## src/rtl/ccs_pkg.sv

```systemverilog
package ccs_pkg;
  localparam int NCH  = 3;
  localparam int ID_W = 2;

  typedef enum logic [ID_W-1:0] {
    CH_RED = 2'd0,
    CH_GRN = 2'd1,
    CH_BLU = 2'd2
  } chan_id_e;

  // number of set bits in an enable mask
  function automatic logic [ID_W-1:0] mask_pop(input logic [NCH-1:0] m);
    logic [ID_W-1:0] acc;
    acc = '0;
    for (int k = 0; k < NCH; k++) acc = acc + ID_W'(m[k]);
    return acc;
  endfunction

  // channel held in a given slot; scan order follows the order bit,
  // and an out-of-range slot falls back to the first enabled channel
  function automatic chan_id_e slot_chan(input logic [NCH-1:0] m,
                                         input logic fwd,
                                         input logic [ID_W-1:0] slot);
    logic [ID_W-1:0] seen;
    logic [ID_W-1:0] idx;
    chan_id_e        first;
    chan_id_e        hit;
    logic            found;
    seen  = '0;
    first = CH_RED;
    hit   = CH_RED;
    found = 1'b0;
    for (int k = 0; k < NCH; k++) begin
      idx = fwd ? ID_W'(k) : ID_W'(NCH - 1 - k);
      if (m[idx]) begin
        if (seen == '0) first = chan_id_e'(idx);
        if (seen == slot) begin
          hit   = chan_id_e'(idx);
          found = 1'b1;
        end
        seen = seen + 1'b1;
      end
    end
    return found ? hit : first;
  endfunction

  function automatic logic [NCH-1:0] chan_onehot(input chan_id_e c);
    return NCH'(1) << c;
  endfunction

  // next slot with wrap at the sequence length
  function automatic logic [ID_W-1:0] slot_next(input logic [ID_W-1:0] slot,
                                                input logic [ID_W-1:0] len);
    logic [ID_W:0] inc;
    inc = {1'b0, slot} + 1'b1;
    return (inc >= {1'b0, len}) ? '0 : inc[ID_W-1:0];
  endfunction
endpackage

```

## src/rtl/ccs_mode_dec.sv

```systemverilog
module ccs_mode_dec
  import ccs_pkg::*;
(
  input  logic            three_ch,
  input  logic [NCH-1:0]  chan_en,
  output logic [NCH-1:0]  mask_eff,
  output logic [ID_W-1:0] seq_len,
  output logic            err
);
  logic [ID_W-1:0] n_en;
  logic            usable;

  assign n_en   = mask_pop(chan_en);
  assign usable = (n_en == ID_W'(1)) || (n_en == ID_W'(2));

  always_comb begin
    if (three_ch) begin
      mask_eff = '1;
      seq_len  = ID_W'(NCH);
      err      = 1'b0;
    end else if (usable) begin
      mask_eff = chan_en;
      seq_len  = n_en;
      err      = 1'b0;
    end else begin
      mask_eff = NCH'(1);
      seq_len  = ID_W'(1);
      err      = 1'b1;
    end
  end
endmodule

```

## src/rtl/ccs_sync_gen.sv

```systemverilog
module ccs_sync_gen #(
  parameter int DLY_W = 3
) (
  input  logic             clk,
  input  logic             rst_n,
  input  logic             sync_in,
  input  logic             alt_fmt,
  input  logic             edge_pos,
  input  logic [DLY_W-1:0] dly,
  output logic             edge_evt,
  output logic             sync_pulse
);
  localparam int DEPTH = (1 << DLY_W) - 1;

  logic             sync_q;
  logic             use_rise;
  logic [DLY_W-1:0] dly_eff;
  logic [DEPTH-1:0] chain;

  always_ff @(posedge clk) begin
    if (!rst_n) sync_q <= 1'b0;
    else        sync_q <= sync_in;
  end

  assign use_rise = alt_fmt ? edge_pos : 1'b1;
  assign dly_eff  = alt_fmt ? dly : '0;
  assign edge_evt = use_rise ? (sync_in & ~sync_q) : (~sync_in & sync_q);

  generate
    if (DEPTH > 1) begin : g_multi
      always_ff @(posedge clk) begin
        if (!rst_n) chain <= '0;
        else        chain <= {chain[DEPTH-2:0], edge_evt};
      end
    end else begin : g_single
      always_ff @(posedge clk) begin
        if (!rst_n) chain <= '0;
        else        chain <= edge_evt;
      end
    end
  endgenerate

  always_comb begin
    sync_pulse = edge_evt;
    for (int k = 1; k <= DEPTH; k++)
      if (dly_eff == DLY_W'(k)) sync_pulse = chain[k-1];
  end


  dly1_chk: assert property (@(posedge clk) disable iff (!rst_n)
    ($past(rst_n) && alt_fmt && dly == DLY_W'(1)) |-> (sync_pulse == $past(edge_evt)));
endmodule

```

## src/rtl/ccs_slot_seq.sv

```systemverilog
module ccs_slot_seq
  import ccs_pkg::*;
(
  input  logic            clk,
  input  logic            rst_n,
  input  logic            smp_en,
  input  logic            sync_pulse,
  input  logic [NCH-1:0]  mask,
  input  logic            fwd,
  input  logic [ID_W-1:0] seq_len,
  output logic [NCH-1:0]  ch_sel,
  output chan_id_e        tag,
  output logic            tag_valid
);
  logic [ID_W-1:0] slot;
  chan_id_e        cur_id;

  always_ff @(posedge clk) begin
    if (!rst_n)          slot <= '0;
    else if (sync_pulse) slot <= '0;
    else if (smp_en)     slot <= slot_next(slot, seq_len);
  end

  assign cur_id = slot_chan(mask, fwd, slot);
  assign ch_sel = chan_onehot(cur_id);

  always_ff @(posedge clk) begin
    if (!rst_n) begin
      tag       <= CH_RED;
      tag_valid <= 1'b0;
    end else begin
      tag_valid <= smp_en;
      if (smp_en) tag <= cur_id;
    end
  end


  sync_first_chk: assert property (@(posedge clk) disable iff (!rst_n)
    ($past(rst_n) && $past(sync_pulse) && $stable(mask) && $stable(fwd))
      |-> (ch_sel == chan_onehot(slot_chan(mask, fwd, '0))));

  fixed_chk: assert property (@(posedge clk) disable iff (!rst_n)
    ($past(rst_n) && seq_len == ID_W'(1) && $past(seq_len) == ID_W'(1) && $stable(mask))
      |-> $stable(ch_sel));

  tag_chk: assert property (@(posedge clk) disable iff (!rst_n)
    ($past(rst_n) && $past(smp_en)) |-> (tag_valid && tag == $past(cur_id)));

  onehot_chk: assert property (@(posedge clk) disable iff (!rst_n)
    $countones(ch_sel) == 1);
endmodule

```

## src/rtl/color_chan_seq.sv

```systemverilog
module color_chan_seq
  import ccs_pkg::*;
#(
  parameter int DLY_W = 3
) (
  input  logic             clk,
  input  logic             rst_n,
  input  logic             smp_en,
  input  logic             sync_in,
  input  logic             cfg_three_ch,
  input  logic             cfg_order_fwd,
  input  logic [NCH-1:0]   cfg_chan_en,
  input  logic             cfg_alt_fmt,
  input  logic             cfg_edge_pos,
  input  logic [DLY_W-1:0] cfg_dly,
  output logic [NCH-1:0]   ch_sel,
  output logic [ID_W-1:0]  ch_tag,
  output logic             tag_valid,
  output logic             int_sync,
  output logic             cfg_err
);
  logic [NCH-1:0]  mask_eff;
  logic [ID_W-1:0] seq_len;
  logic            edge_evt;
  chan_id_e        tag_id;

  ccs_mode_dec u_dec (
    .three_ch (cfg_three_ch),
    .chan_en  (cfg_chan_en),
    .mask_eff (mask_eff),
    .seq_len  (seq_len),
    .err      (cfg_err)
  );

  ccs_sync_gen #(.DLY_W(DLY_W)) u_sync (
    .clk        (clk),
    .rst_n      (rst_n),
    .sync_in    (sync_in),
    .alt_fmt    (cfg_alt_fmt),
    .edge_pos   (cfg_edge_pos),
    .dly        (cfg_dly),
    .edge_evt   (edge_evt),
    .sync_pulse (int_sync)
  );

  ccs_slot_seq u_seq (
    .clk        (clk),
    .rst_n      (rst_n),
    .smp_en     (smp_en),
    .sync_pulse (int_sync),
    .mask       (mask_eff),
    .fwd        (cfg_order_fwd),
    .seq_len    (seq_len),
    .ch_sel     (ch_sel),
    .tag        (tag_id),
    .tag_valid  (tag_valid)
  );

  assign ch_tag = tag_id;


  err_red_chk: assert property (@(posedge clk) disable iff (!rst_n)
    cfg_err |-> (ch_sel == NCH'(1) && !cfg_three_ch));

  std_edge_chk: assert property (@(posedge clk) disable iff (!rst_n)
    ($past(rst_n) && !cfg_alt_fmt && int_sync) |-> (sync_in && !$past(sync_in)));
endmodule

```

## config.mk

```make
export PLATFORM = sky130hd
export DESIGN_NAME = color_chan_seq
export DESIGN_NICKNAME = d
export VERILOG_FILES = /design/src/rtl/ccs_pkg.sv /design/src/rtl/ccs_mode_dec.sv /design/src/rtl/ccs_sync_gen.sv /design/src/rtl/ccs_slot_seq.sv /design/src/rtl/color_chan_seq.sv
export SDC_FILE = /design/constraint.sdc
export NUM_CORES = 1
export LEC_CHECK = 0
export ABC_AREA = 1
export BUFFER_PORTS_ARGS = -buffer_cell sky130_fd_sc_hd__buf_2
export CORE_MARGIN = 5
export CORE_UTILIZATION = 45
export CTS_CLUSTER_DIAMETER = 150
export DETAILED_ROUTE_END_ITERATION = 12
export GPL_TIMING_DRIVEN = 0
export PLACE_DENSITY = 0.74
export SLEW_MARGIN = 20
export SYNTH_ARGS = -nofsm -noshare
export SYNTH_HDL_FRONTEND = slang
export SYNTH_SLANG_ARGS = --single-unit
```

## constraint.sdc

```tcl
create_clock -name clk -period 9 [get_ports clk]
set_clock_uncertainty 0.15 [all_clocks]
set_input_delay 0.9 -clock clk [delete_from_list [all_inputs] [get_ports clk]]
set_output_delay 0.9 -clock clk [all_outputs]
set_load 0.02 [all_outputs]
```

==> summary.md, run 1 <==
| Metric | Value |
|---|---|
| Fin crit period | `about 4.7 ns` |
| Cell Area, Synth | `between 900 and 1000 um2` |
| Most frequent CP cell | `nand2_1` |
| Post-Synthesis Cells | `~150` |
| Critical path's slowest cell | `fa_1` |
| Aggregate global-route resource usage | `0.134` |
| Gpl congestion | `between 0.7 and 0.8` |
| PnR worst setup slack | `approximately 4.3 ns` |
| Post-synth top area share | `0.264` |
| Die Y | `roughly 57 um` |
| Max-cap viol count | `0` |
| Largest net degree at the start of global routing | `11` |
| Top-count cell post-synth | `nand2_1` |
| Cts hold-fix bufs | `0` |
| CP Capture Type | `output pin` |
| Worst EP arrival | `around 3.7 ns` |
| Setup Slack @ Placement | `4.26 ns` |
| # IOs | `22` |
| Number of remaining DRC errors | `0` |
| Die extent in x | `~57 um` |
| Synth Register Bits | `13` |
| Crit-path cells | `buf_2 > inv_1 > fa_1 > ha_1 > o21ai_2 > nand2_1 > o21ai_2 > ha_1 > xnor2_1 > and3b_1 > o21ai_1 > o21a_1 > nand4_1 > nand2_1 > nand2_1 > inv_1 > buf_2` |
| Hold Crit Class | `reg2reg` |
| Syn avg cell area | `~6.5 um2` |
| Seq/Total Area, Yosys | `0.264` |
| Layout cells sized above 1 | `0.232` |
| Sequential power share | `0.388` |
| Distinct cells, synth | `27` |
| Cell family with most CP delay | `adder cells` |
| Leak pwr | `just under 0.7 nW` |
| Rows | `17` |
| Syn nets | `between 150 and 200` |
| Final wirelength | `1.92 mm` |
| Worst path depth | `17` |
| Clk root buf | `clkbuf_4` |
| Tcrit/Tclk final | `0.526` |
| Startpoint types | `primary input` |
| Routed vias | `961` |
| CTS tree | `yes` |
| Max Buffers Root-to-Sink | `2` |
| Die ar. | `approximately 3200 um2` |
| Endpoints failing hold | `0` |
| F_max | `about 210 MHz` |
| R2R Setup Slk | `about 7.0 ns` |
| Power per cell area | `between 100 and 150 nW/um2` |
| Layout net count | `just over 200` |
| Clk_lat worst skew | `0.26 ns` |
| Initial antenna violation count | `0` |
| Top_reg_cell synth | `dfxtp_1` |
| Clock power share | `0.212` |
| Relative slew slack | `0.681` |
| Vias in the first global route | `around 900` |
| Vias/cell | `around 4.7` |
| Total CTS buffers | `3` |
| Post-CTS Resized | `0` |
| TNS Setup | `0 ns` |
| Initial Utilization | `0.458` |
| Synth top area cells | `dfxtp_1 (26%), nand2_1 (14%), inv_1 (13%)` |
| First-pass GRT wire length | `about 3.5 mm` |
| Setup CP Type | `in2out` |
| Port Buf Inserts | `21` |
| Final Util | `0.536` |
| Hpwl dp | `approximately 1.6 mm` |
| Status | `finished, final reports clean` |
| Number of synthesized flops with an enable pin | `0` |
| Clk slew on worst S/H paths | `about 0.070 ns` |
| DRT antenna net count | `0` |
| Post-CTS Setup Bufs | `0` |
| Crit path capture | `ch_sel[2]` |
| Area growth syn-to-layout | `16.9%` |
| Max VDD drop | `88.6 uV` |
| RR Startpoint | `u_seq.slot[0]` |
| Total iterations of the first detailed-routing run | `4` |
| Sw Ratio | `0.368` |
| CP Max Fanout | `4` |
| CP Buf/Inv Count | `4` |
| Worst reg2reg path depth | `6` |
| Synth warn | `0` |
| CP max stage delay | `between 0.5 and 0.6 ns` |
| 1st-iter DRT viols | `20` |
| FF-to-FF End | `u_seq.slot[1]` |
| Num Clock Sinks | `13` |
| P_int | `between 100 and 150 uW` |
| RSZ-0062 raised after global routing | `no` |
| Async set-reset flop share out of synthesis | `0` |
| Combinational share of power | `0.400` |
| Synth cell count leaders | `nand2_1 (38), inv_1 (33), nor2_1 (16), dfxtp_1 (13), ha_1 (8)` |
| Max-slew violations | `0` |
| Wirelength per Cell | `between 9 and 10 um` |
| H-tree levels | `1` |
| Worst Path Required | `between 7 and 8 ns` |
| Worst-Margin Slew | `approximately 0.47 ns` |
| NetSw | `58.9 uW` |
| N_diodes | `0` |
| Core Footprint | `around 2100 um2` |
| Post-synth top area cell | `dfxtp_1` |
| GRT overflow | `0` |
| Setup-failing EPs final | `0` |
| Worst Setup SP | `cfg_chan_en[0]` |
## power groups by stage
| stage | sequential (mW) | combinational (mW) | clock, mW |
|---|---|---|---|
| after global routing | 0.0625 | 0.0733 | 0.0396 |
| after CTS | 0.0621 | 0.0646 | 0.0361 |
| after floorplan | 0.0646 | 0.0444 | 0 |
| final | 0.0621 | 0.0640 | 0.0339 |
| after global placement | 0.0634 | 0.0612 | 0 |
| after detailed placement | 0.0635 | 0.0641 | 0 |
## layer usage
layer	GRT usage	part of all wire	up-vias
li1	-	-	509
met1	0.130	0.40	427
met2	0.257	0.54	21
met3	0.0115	0.039	4
met4	0.0960	0.024	0
met5	0	0	-
## cell type report
cell class / instances / area (um2)
fill: 223 / 997
clock buffer: 4 / 26.3
sequential: 13 / 260
buffer: 1 / 11.3
timing repair buffer: 21 / 105
tap: 28 / 35.0
inverter: 38 / 143
multi-input combinational: 100 / 571
## per-stage QoR
stage	cell area, um2	cells	hold WS (ns)	total power, mW
2_1_floorplan	985	152	0.253	0.109
3_3_place_gp	1120	201	0.264	0.125
3_5_place_dp	1120	201	0.262	0.128
4_1_cts	1150	205	0.278	0.163
5_1_grt	1150	205	0.294	0.175
6_report	1150	205	0.269	0.160
## cells in the final DEF (no fill, tap or decap), types with 2 or more instances in the layout
cell type	instances
inv_2	5
clkbuf_4	3
o21ai_2	2
nor2_1	16
nand3_1	7
o21ai_0	2
ha_1	8
a21oi_1	5
o21ai_1	2
nand2_1	38
buf_2	21
nand2_2	5
inv_1	33
fa_1	2
dfxtp_1	13
## sequential cells by signal (all words and copies together) (netlist names)
| signal | count |
|---|---|
| u_seq.slot | 2 |
| u_seq.tag_valid | 1 |
| u_seq.tag | 2 |
| u_sync.sync_q | 1 |
| u_sync.chain | 7 |
## worst min-delay path by stage
stage                               start              end  slack (ns)  cells past startpoint
after detailed placement  u_sync.chain[1]  u_sync.chain[2]        0.26                      2
after floorplan           u_sync.chain[1]  u_sync.chain[2]        0.25                      2
final                     u_sync.chain[1]  u_sync.chain[2]        0.27                      2
after CTS                 u_sync.chain[1]  u_sync.chain[2]        0.28                      2
after global placement    u_sync.chain[1]  u_sync.chain[2]        0.26                      2
after global routing      u_sync.chain[1]  u_sync.chain[2]        0.29                      2
## cells by family (layout without fill, tap and decap cells)
family,after synthesis,in the layout,synth area share
flops,13,13,0.264
fa+ha+maj,10,10,0.142
buf+inv,39,64,0.156
simple gates,74,74,0.335
compound gates,15,15,0.0928
xor+xnor,1,1,0.00890
## tightest hold or removal path, delay by kind of cell (launching register included)
family / cells / cell delay (ns)
and+or+nand+nor: 1 / 0.05
DFF: 1 / 0.31
buffers and inverters: 1 / 0.03
(Power assumes the default switching activity.)
==> run 2: changes to the inputs <==
--- a/config.mk
+++ b/config.mk
@@ -12,7 +12,7 @@
 export CTS_CLUSTER_DIAMETER = 150
 export DETAILED_ROUTE_END_ITERATION = 12
 export GPL_TIMING_DRIVEN = 0
-export PLACE_DENSITY = 0.74
+export PLACE_DENSITY = 0.77
 export SLEW_MARGIN = 20
 export SYNTH_ARGS = -nofsm -noshare
 export SYNTH_HDL_FRONTEND = slang
==> constraint.sdc (replaced) <==
create_clock -name clk -period 4 [get_ports clk]
set_clock_uncertainty 0.15 [all_clocks]
set_input_delay 0.4 -clock clk [delete_from_list [all_inputs] [get_ports clk]]
set_output_delay 0.4 -clock clk [all_outputs]
set_load 0.02 [all_outputs]
==> summary.md, run 2 (synthesis results as in run 1) <==
| Metric | Value |
|---|---|
| Commonest non-fill, non-tap cell in the layout | `nand2_1` |
| First-pass GRT wire length | `3.26 mm (-6.2%)` |
| Max Buffers Root-to-Sink | `2 (unchanged)` |
| Worst-Margin Slew | `0.520 ns (+0.0453 ns)` |
| Wirelength per Cell | `8.88 um (-5.1%)` |
| Non-Filler Instances | `205 (unchanged)` |
| Post-CTS Resized | `0 (unchanged)` |
| CP Capture Type | `output pin` |
| RR Startpoint | `u_seq.slot[0]` |
| TNS Setup | `0 ns (unchanged)` |
| Hold Crit Class | `in2reg` |
| Setup CP Type | `in2out` |
| Endpoints failing hold | `0 (unchanged)` |
| Total CTS buffers | `3 (unchanged)` |
| Power per cell area | `311 nW/um2 (+120%)` |
| Critical path's slowest cell | `fa_1` |
| Max-cap viol count | `0 (unchanged)` |
| Leak pwr | `0.683 nW (unchanged)` |
| Hold_sp | `sync_in` |
| RSZ-0062 raised after global routing | `no` |
| # IOs | `22 (unchanged)` |
| Tcrit/Tclk final | `0.926` |
| Crit-path cells | `buf_2 > inv_1 > fa_1 > ha_1 > nor3_2 > o21ai_2 > ha_1 > xnor2_1 > and3b_1 > o21ai_1 > o21a_1 > nand4_1 > nand2_1 > nand2_1 > inv_1 > buf_2` |
| Max VDD drop | `200 uV (+130%)` |
| Die extent in x | `56.8 um (unchanged)` |
| Startpoint types | `primary input` |
| Die Y | `56.8 um (unchanged)` |
| Fin crit period | `3.70 ns` |
| Initial antenna violation count | `0 (unchanged)` |
| Biggest regs | `u_sync.chain (7), u_seq.slot (2), u_seq.tag (2)` |
| Setup-failing EPs final | `0 (unchanged)` |
| Layout cells sized above 1 | `0.232 (unchanged)` |
| Core Footprint | `2150 um2 (unchanged)` |
| Status | `finished, final reports clean` |
| CP Buf/Inv Count | `4 (unchanged)` |
| Port Buf Inserts | `21 (unchanged)` |
| Gpl congestion | `0.821 (+3.1%)` |
| Max-slew violations | `0 (unchanged)` |
| Clk root buf | `clkbuf_4` |
| Commonest non-fill, non-tap cells in the layout | `nand2_1 (38), inv_1 (33), buf_2 (21), nor2_1 (16), dfxtp_1 (13)` |
| DRT antenna net count | `0 (unchanged)` |
| N_diodes | `0 (unchanged)` |
| F_max | `270 MHz` |
| Layout net count | `202 (unchanged)` |
| Post-CTS Setup Bufs | `0 (unchanged)` |
| Fin area | `1150 um2 (unchanged)` |
| CTS tree | `yes` |
| Top reg by flops | `u_sync.chain` |
| Rows | `17 (unchanged)` |
| CP max stage delay | `0.50 ns (-0.02 ns)` |
| Area growth syn-to-layout | `16.9% (unchanged)` |
| Num Clock Sinks | `13 (unchanged)` |
| Hpwl dp | `1.59 mm (-2.3%)` |
| CP Max Fanout | `4 (unchanged)` |
| Final Util | `0.536 (unchanged)` |
| Worst Path Required | `3.45 ns (-4.50 ns)` |
| Die ar. | `3220 um2 (unchanged)` |
| GRT overflow | `0 (unchanged)` |
| Cts hold-fix bufs | `0 (unchanged)` |
| Largest net degree at the start of global routing | `11 (unchanged)` |
| Number of remaining DRC errors | `0 (unchanged)` |
| 1st-iter DRT viols | `12 (-40%)` |
| Vias in the first global route | `879 (-4.1%)` |
| Final wirelength | `1.82 mm (-5.1%)` |
| H-tree levels | `1 (unchanged)` |
| Cell family with most CP delay | `adder cells` |
| Placed cells | `201 (unchanged)` |
| Total iterations of the first detailed-routing run | `4 (unchanged)` |
| Clk slew on worst S/H paths | `0.07 ns (about the same)` |
| Relative slew slack | `0.649 (-0.0317)` |
| Initial Utilization | `0.458 (unchanged)` |
| Worst EP arrival | `3.15 ns (-0.53 ns)` |
| Vias/cell | `4.62 (-1.5%)` |
| Routed vias | `947 (-1.5%)` |
| Placed Area | `1120 um2 (unchanged)` |
| Max FFs per register | `7 (unchanged)` |
| Worst Setup SP | `cfg_chan_en[0]` |
| Clk_lat worst skew | `0.26 ns (about the same)` |
| Aggregate global-route resource usage | `0.122 (-0.0115)` |
-- run 2: cell counts in the layout (fill, tap and decap cells not counted) --
No cell type changed its count.
-- run 2: per-layer routing --
layer	wire length, um	up-vias	track usage
li1	-	505	-
met1	751	430	0.120
met2	1020	12	0.249
met3	52	0	0.0161
met4	0	0	0.0497
met5	0	-	0
-- run 2: worst paths after layout --
| check | endpoint | slack, ns | cells past startpoint |
|---|---|---|---|
| setup / recovery | ch_sel[2] | 0.30 | 16 |
| hold / removal | u_sync.sync_q | 0.19 | 3 |
| setup reg to reg | u_seq.slot[0] | 1.90 | 6 |
| hold reg to reg | u_sync.chain[2] | 0.27 | 2 |
-- run 2: worst register-to-register path: stages, from the launching register on --
cell and delay (ns):
dfxtp_1 0.44, inv_1 0.16, fa_1 0.47, o311ai_0 0.51, nand2_1 0.09, o21ai_0 0.11
nor2_1 0.07
-- run 2: area by class of cell --
type                    count  area, um2
plain buffers               1       11.3
clock buffers               4       26.3
fillers                   217        997
inverters                  38        143
multi-input cells         100        571
flip-flops and latches     13        260
well taps                  28       35.0
repair buffers             21        105
-- run 2: through the flow --
| stage | hold slack [ns] | worst slack [ns] | total power, mW |
|---|---|---|---|
| 3_5_place_dp | 0.266 | 0.279 | 0.286 |
| 5_1_grt | 0.200 | 0.0541 | 0.391 |
| 6_report | 0.189 | 0.296 | 0.358 |
| 2_1_floorplan | 0.253 | 0.570 | 0.245 |
| 3_3_place_gp | 0.265 | 0.342 | 0.280 |
| 4_1_cts | 0.182 | 0.275 | 0.364 |
-- run 2: power by group --
group / total (mW) / switching (mW) / internal [mW] / leakage, nW
Clock: 0.0764 / 0.0379 / 0.0385 / 0.0150
Combinational: 0.142 / 0.0893 / 0.0529 / 0.562
Sequential: 0.140 / 0.00420 / 0.136 / 0.106
==> run 3: changes to the inputs <==
--- a/config.mk
+++ b/config.mk
@@ -8,12 +8,13 @@
 export ABC_AREA = 1
 export BUFFER_PORTS_ARGS = -buffer_cell sky130_fd_sc_hd__buf_2
 export CORE_MARGIN = 5
-export CORE_UTILIZATION = 45
+export CORE_UTILIZATION = 50
 export CTS_CLUSTER_DIAMETER = 150
 export DETAILED_ROUTE_END_ITERATION = 12
 export GPL_TIMING_DRIVEN = 0
-export PLACE_DENSITY = 0.77
+export PLACE_DENSITY = 0.8
 export SLEW_MARGIN = 20
 export SYNTH_ARGS = -nofsm -noshare
 export SYNTH_HDL_FRONTEND = slang
+export SYNTH_HIERARCHICAL = 1
 export SYNTH_SLANG_ARGS = --single-unit
==> constraint.sdc (replaced) <==
create_clock -name clk -period 4.61 [get_ports clk]
set_clock_uncertainty 0.15 [all_clocks]
set_input_delay 0.461 -clock clk [delete_from_list [all_inputs] [get_ports clk]]
set_output_delay 0.461 -clock clk [all_outputs]
set_load 0.02 [all_outputs]
==> summary.md, run 3 <==
| Metric | Value |
|---|---|
| Endpoints failing hold | `0 (unchanged)` |
| RR Startpoint | `u_sync/sync_q` |
| Worst Path Required | `4.00 ns (+0.55 ns)` |
| Initial Utilization | `0.521 (+0.0627)` |
| Die extent in x | `55.2 um (-2.8%)` |
| CP max stage delay | `0.50 ns (about the same)` |
| Tcrit/Tclk final | `0.785` |
| Final wirelength | `1.94 mm (+6.7%)` |
| GRT overflow | `0 (unchanged)` |
| DRT antenna net count | `0 (unchanged)` |
| Largest net degree at the start of global routing | `9 (-2)` |
| RSZ-0062 raised after global routing | `no` |
| Layout fillers | `205 (-5.5%)` |
| Hold Crit Class | `in2reg` |
| Cell Area, Synth | `1020 um2 (+3.8%)` |
| 1st-iter DRT viols | `19 (+7)` |
| Clk slew on worst S/H paths | `0.07 ns (about the same)` |
| Clk root buf | `clkbuf_4` |
| Syn nets | `185 (+5.1%)` |
| Initial antenna violation count | `0 (unchanged)` |
| Setup-failing EPs final | `0 (unchanged)` |
| Number of remaining DRC errors | `0 (unchanged)` |
| Worst hold stages | `3 (unchanged)` |
| Setup Slack @ Placement | `0.992 ns (+0.713 ns)` |
| Leak pwr | `0.731 nW (+7.0%)` |
| Post-Synthesis Cells | `161 (+5.9%)` |
| Max-slew violations | `0 (unchanged)` |
| Status | `finished, final reports clean` |
| Worst EP arrival | `3.01 ns (-0.14 ns)` |
| Port Buf Inserts | `21 (unchanged)` |
| R2R Setup Slk | `2.84 ns (+0.94 ns)` |
| Aggregate global-route resource usage | `0.138 (+0.0161)` |
| Crit-path cells | `buf_2 > inv_1 > fa_1 > ha_1 > inv_1 > nand2_1 > nand2_1 > nand2_2 > nand2_2 > inv_1 > ha_1 > inv_1 > nand2_1 > nand2_1 > nand3_1 > inv_1 > nand2_1 > a21oi_1 > buf_2` |
| Num Clock Sinks | `13 (unchanged)` |
| Layout cells sized above 1 | `0.237 (+0.00492)` |
| Post-CTS Setup Bufs | `0 (unchanged)` |
| Startpoint types | `primary input` |
| Syn avg cell area | `6.35 um2 (-2.0%)` |
| Post-layout total power | `316 uW (-12%)` |
| Wirelength per Cell | `9.12 um (+2.7%)` |
| Worst reg2reg path depth | `14 (+8)` |
| Vias/cell | `4.69 (+1.5%)` |
| CP Buf/Inv Count | `7 (+3)` |
| Max VDD drop | `179 uV (-11%)` |
| Vias in the first global route | `975 (+11%)` |
| Area growth syn-to-layout | `16.2%` |
| CTS tree | `yes` |
| TNS Setup | `0 ns (unchanged)` |
| F_max | `about 280 MHz` |
| Total CTS buffers | `3 (unchanged)` |
| Die Y | `55.2 um (-2.8%)` |
| Commonest non-fill, non-tap cell in the layout | `nand2_1` |
| CP Max Fanout | `4 (unchanged)` |
| H-tree levels | `1 (unchanged)` |
| Worst path depth | `19 (+3)` |
| Max-cap viol count | `0 (unchanged)` |
| Cell family with most CP delay | `adder cells` |
| Setup CP Type | `in2out` |
| Critical path's slowest cell | `fa_1` |
| Routed vias | `999 (+5.5%)` |
| Synth warn | `6 (+6)` |
| Max FFs per register | `7 (unchanged)` |
| N_diodes | `0 (unchanged)` |
| CP Capture Type | `output pin` |
| Worst-Margin Slew | `0.304 ns (-0.215 ns)` |
| Clk_lat worst skew | `0.26 ns (about the same)` |
| Cts hold-fix bufs | `0 (unchanged)` |
| Relative slew slack | `0.797 (+0.148)` |
| Power per cell area | `266 nW/um2 (-14%)` |
| # IOs | `22 (unchanged)` |
| Max Buffers Root-to-Sink | `2 (unchanged)` |
| Worst Setup SP | `cfg_chan_en[0]` |
| Top reg by flops | `u_sync/chain` |
| Total iterations of the first detailed-routing run | `4 (unchanged)` |
| Rows | `16 (-1)` |
| Commonest non-fill, non-tap cells in the layout | `nand2_1 (46), inv_1 (35), buf_2 (21), nor2_1 (14), dfxtp_1 (13)` |
| Hpwl dp | `1.66 mm (+4.3%)` |
| Fin crit period | `3.62 ns` |
| First-pass GRT wire length | `3.59 mm (+10%)` |
| PnR worst setup slack | `0.990 ns (+0.694 ns)` |
| Post-CTS Resized | `0 (unchanged)` |
| Gpl congestion | `0.883 (+7.6%)` |
| Crit path capture | `ch_sel[2]` |
| Core Footprint | `1960 um2 (-8.7%)` |
| Layout net count | `211 (+4.5%)` |
| Final Util | `0.605 (+0.0694)` |
| Biggest regs | `u_sync/chain (7), u_seq/slot (2), u_seq/tag (2)` |
| FF-to-FF End | `u_seq/slot[0]` |
| Die ar. | `3050 um2 (-5.4%)` |
==> run 3: area by class of cell <==
type                       count  area [um2]  share of cell area
multi-input combinational    105         599               0.505
sequential                    13         260               0.219
tap                           27        33.8              0.0285
buffer                         1        3.75             0.00316
inverter                      42         159               0.134
clock buffer                   4        26.3              0.0221
timing repair buffer          21         105              0.0885
==> run 3: stage by stage <==
stage	instances	instance area, um2	hold WS (ns)
6_report	213	1190	0.256
5_1_grt	213	1190	0.260
4_1_cts	213	1190	0.246
3_5_place_dp	209	1160	0.270
3_3_place_gp	209	1160	0.268
2_1_floorplan	161	1020	0.257
==> run 3: how the worst min path moves through the flow <==
stage	slack (ns)	endpoint	from
floorplan	0.26	u_sync/chain[5]	u_sync/chain[4]
global placement	0.27	u_sync/chain[3]	u_sync/chain[2]
detailed placement	0.27	u_sync/chain[6]	u_sync/chain[5]
CTS	0.25	u_sync/sync_q	sync_in
global route	0.26	u_sync/sync_q	sync_in
finish	0.26	u_sync/sync_q	sync_in
==> run 3: per-layer routing <==
metal  share of wire  global-route usage  up-vias
met1            0.41               0.140      441
li1                -                   -      534
met5               0                   0        -
met2            0.53               0.265       20
met4           0.018              0.0868        0
met3           0.033              0.0140        4
==> run 3: where the power goes <==
part / internal [mW] / switching [mW] / leakage (nW)
combinational: 0.0468 / 0.0836 / 0.610
clock: 0.0334 / 0.0302 / 0.0150
sequential: 0.118 / 0.00472 / 0.106
total: 0.198 / 0.118 / 0.731
==> run 3: tightest hold or removal path: cells and delay by family <==
family | cells | cell delay, ns
buf+inv | 2 | 0.14
simple gates | 1 | 0.05
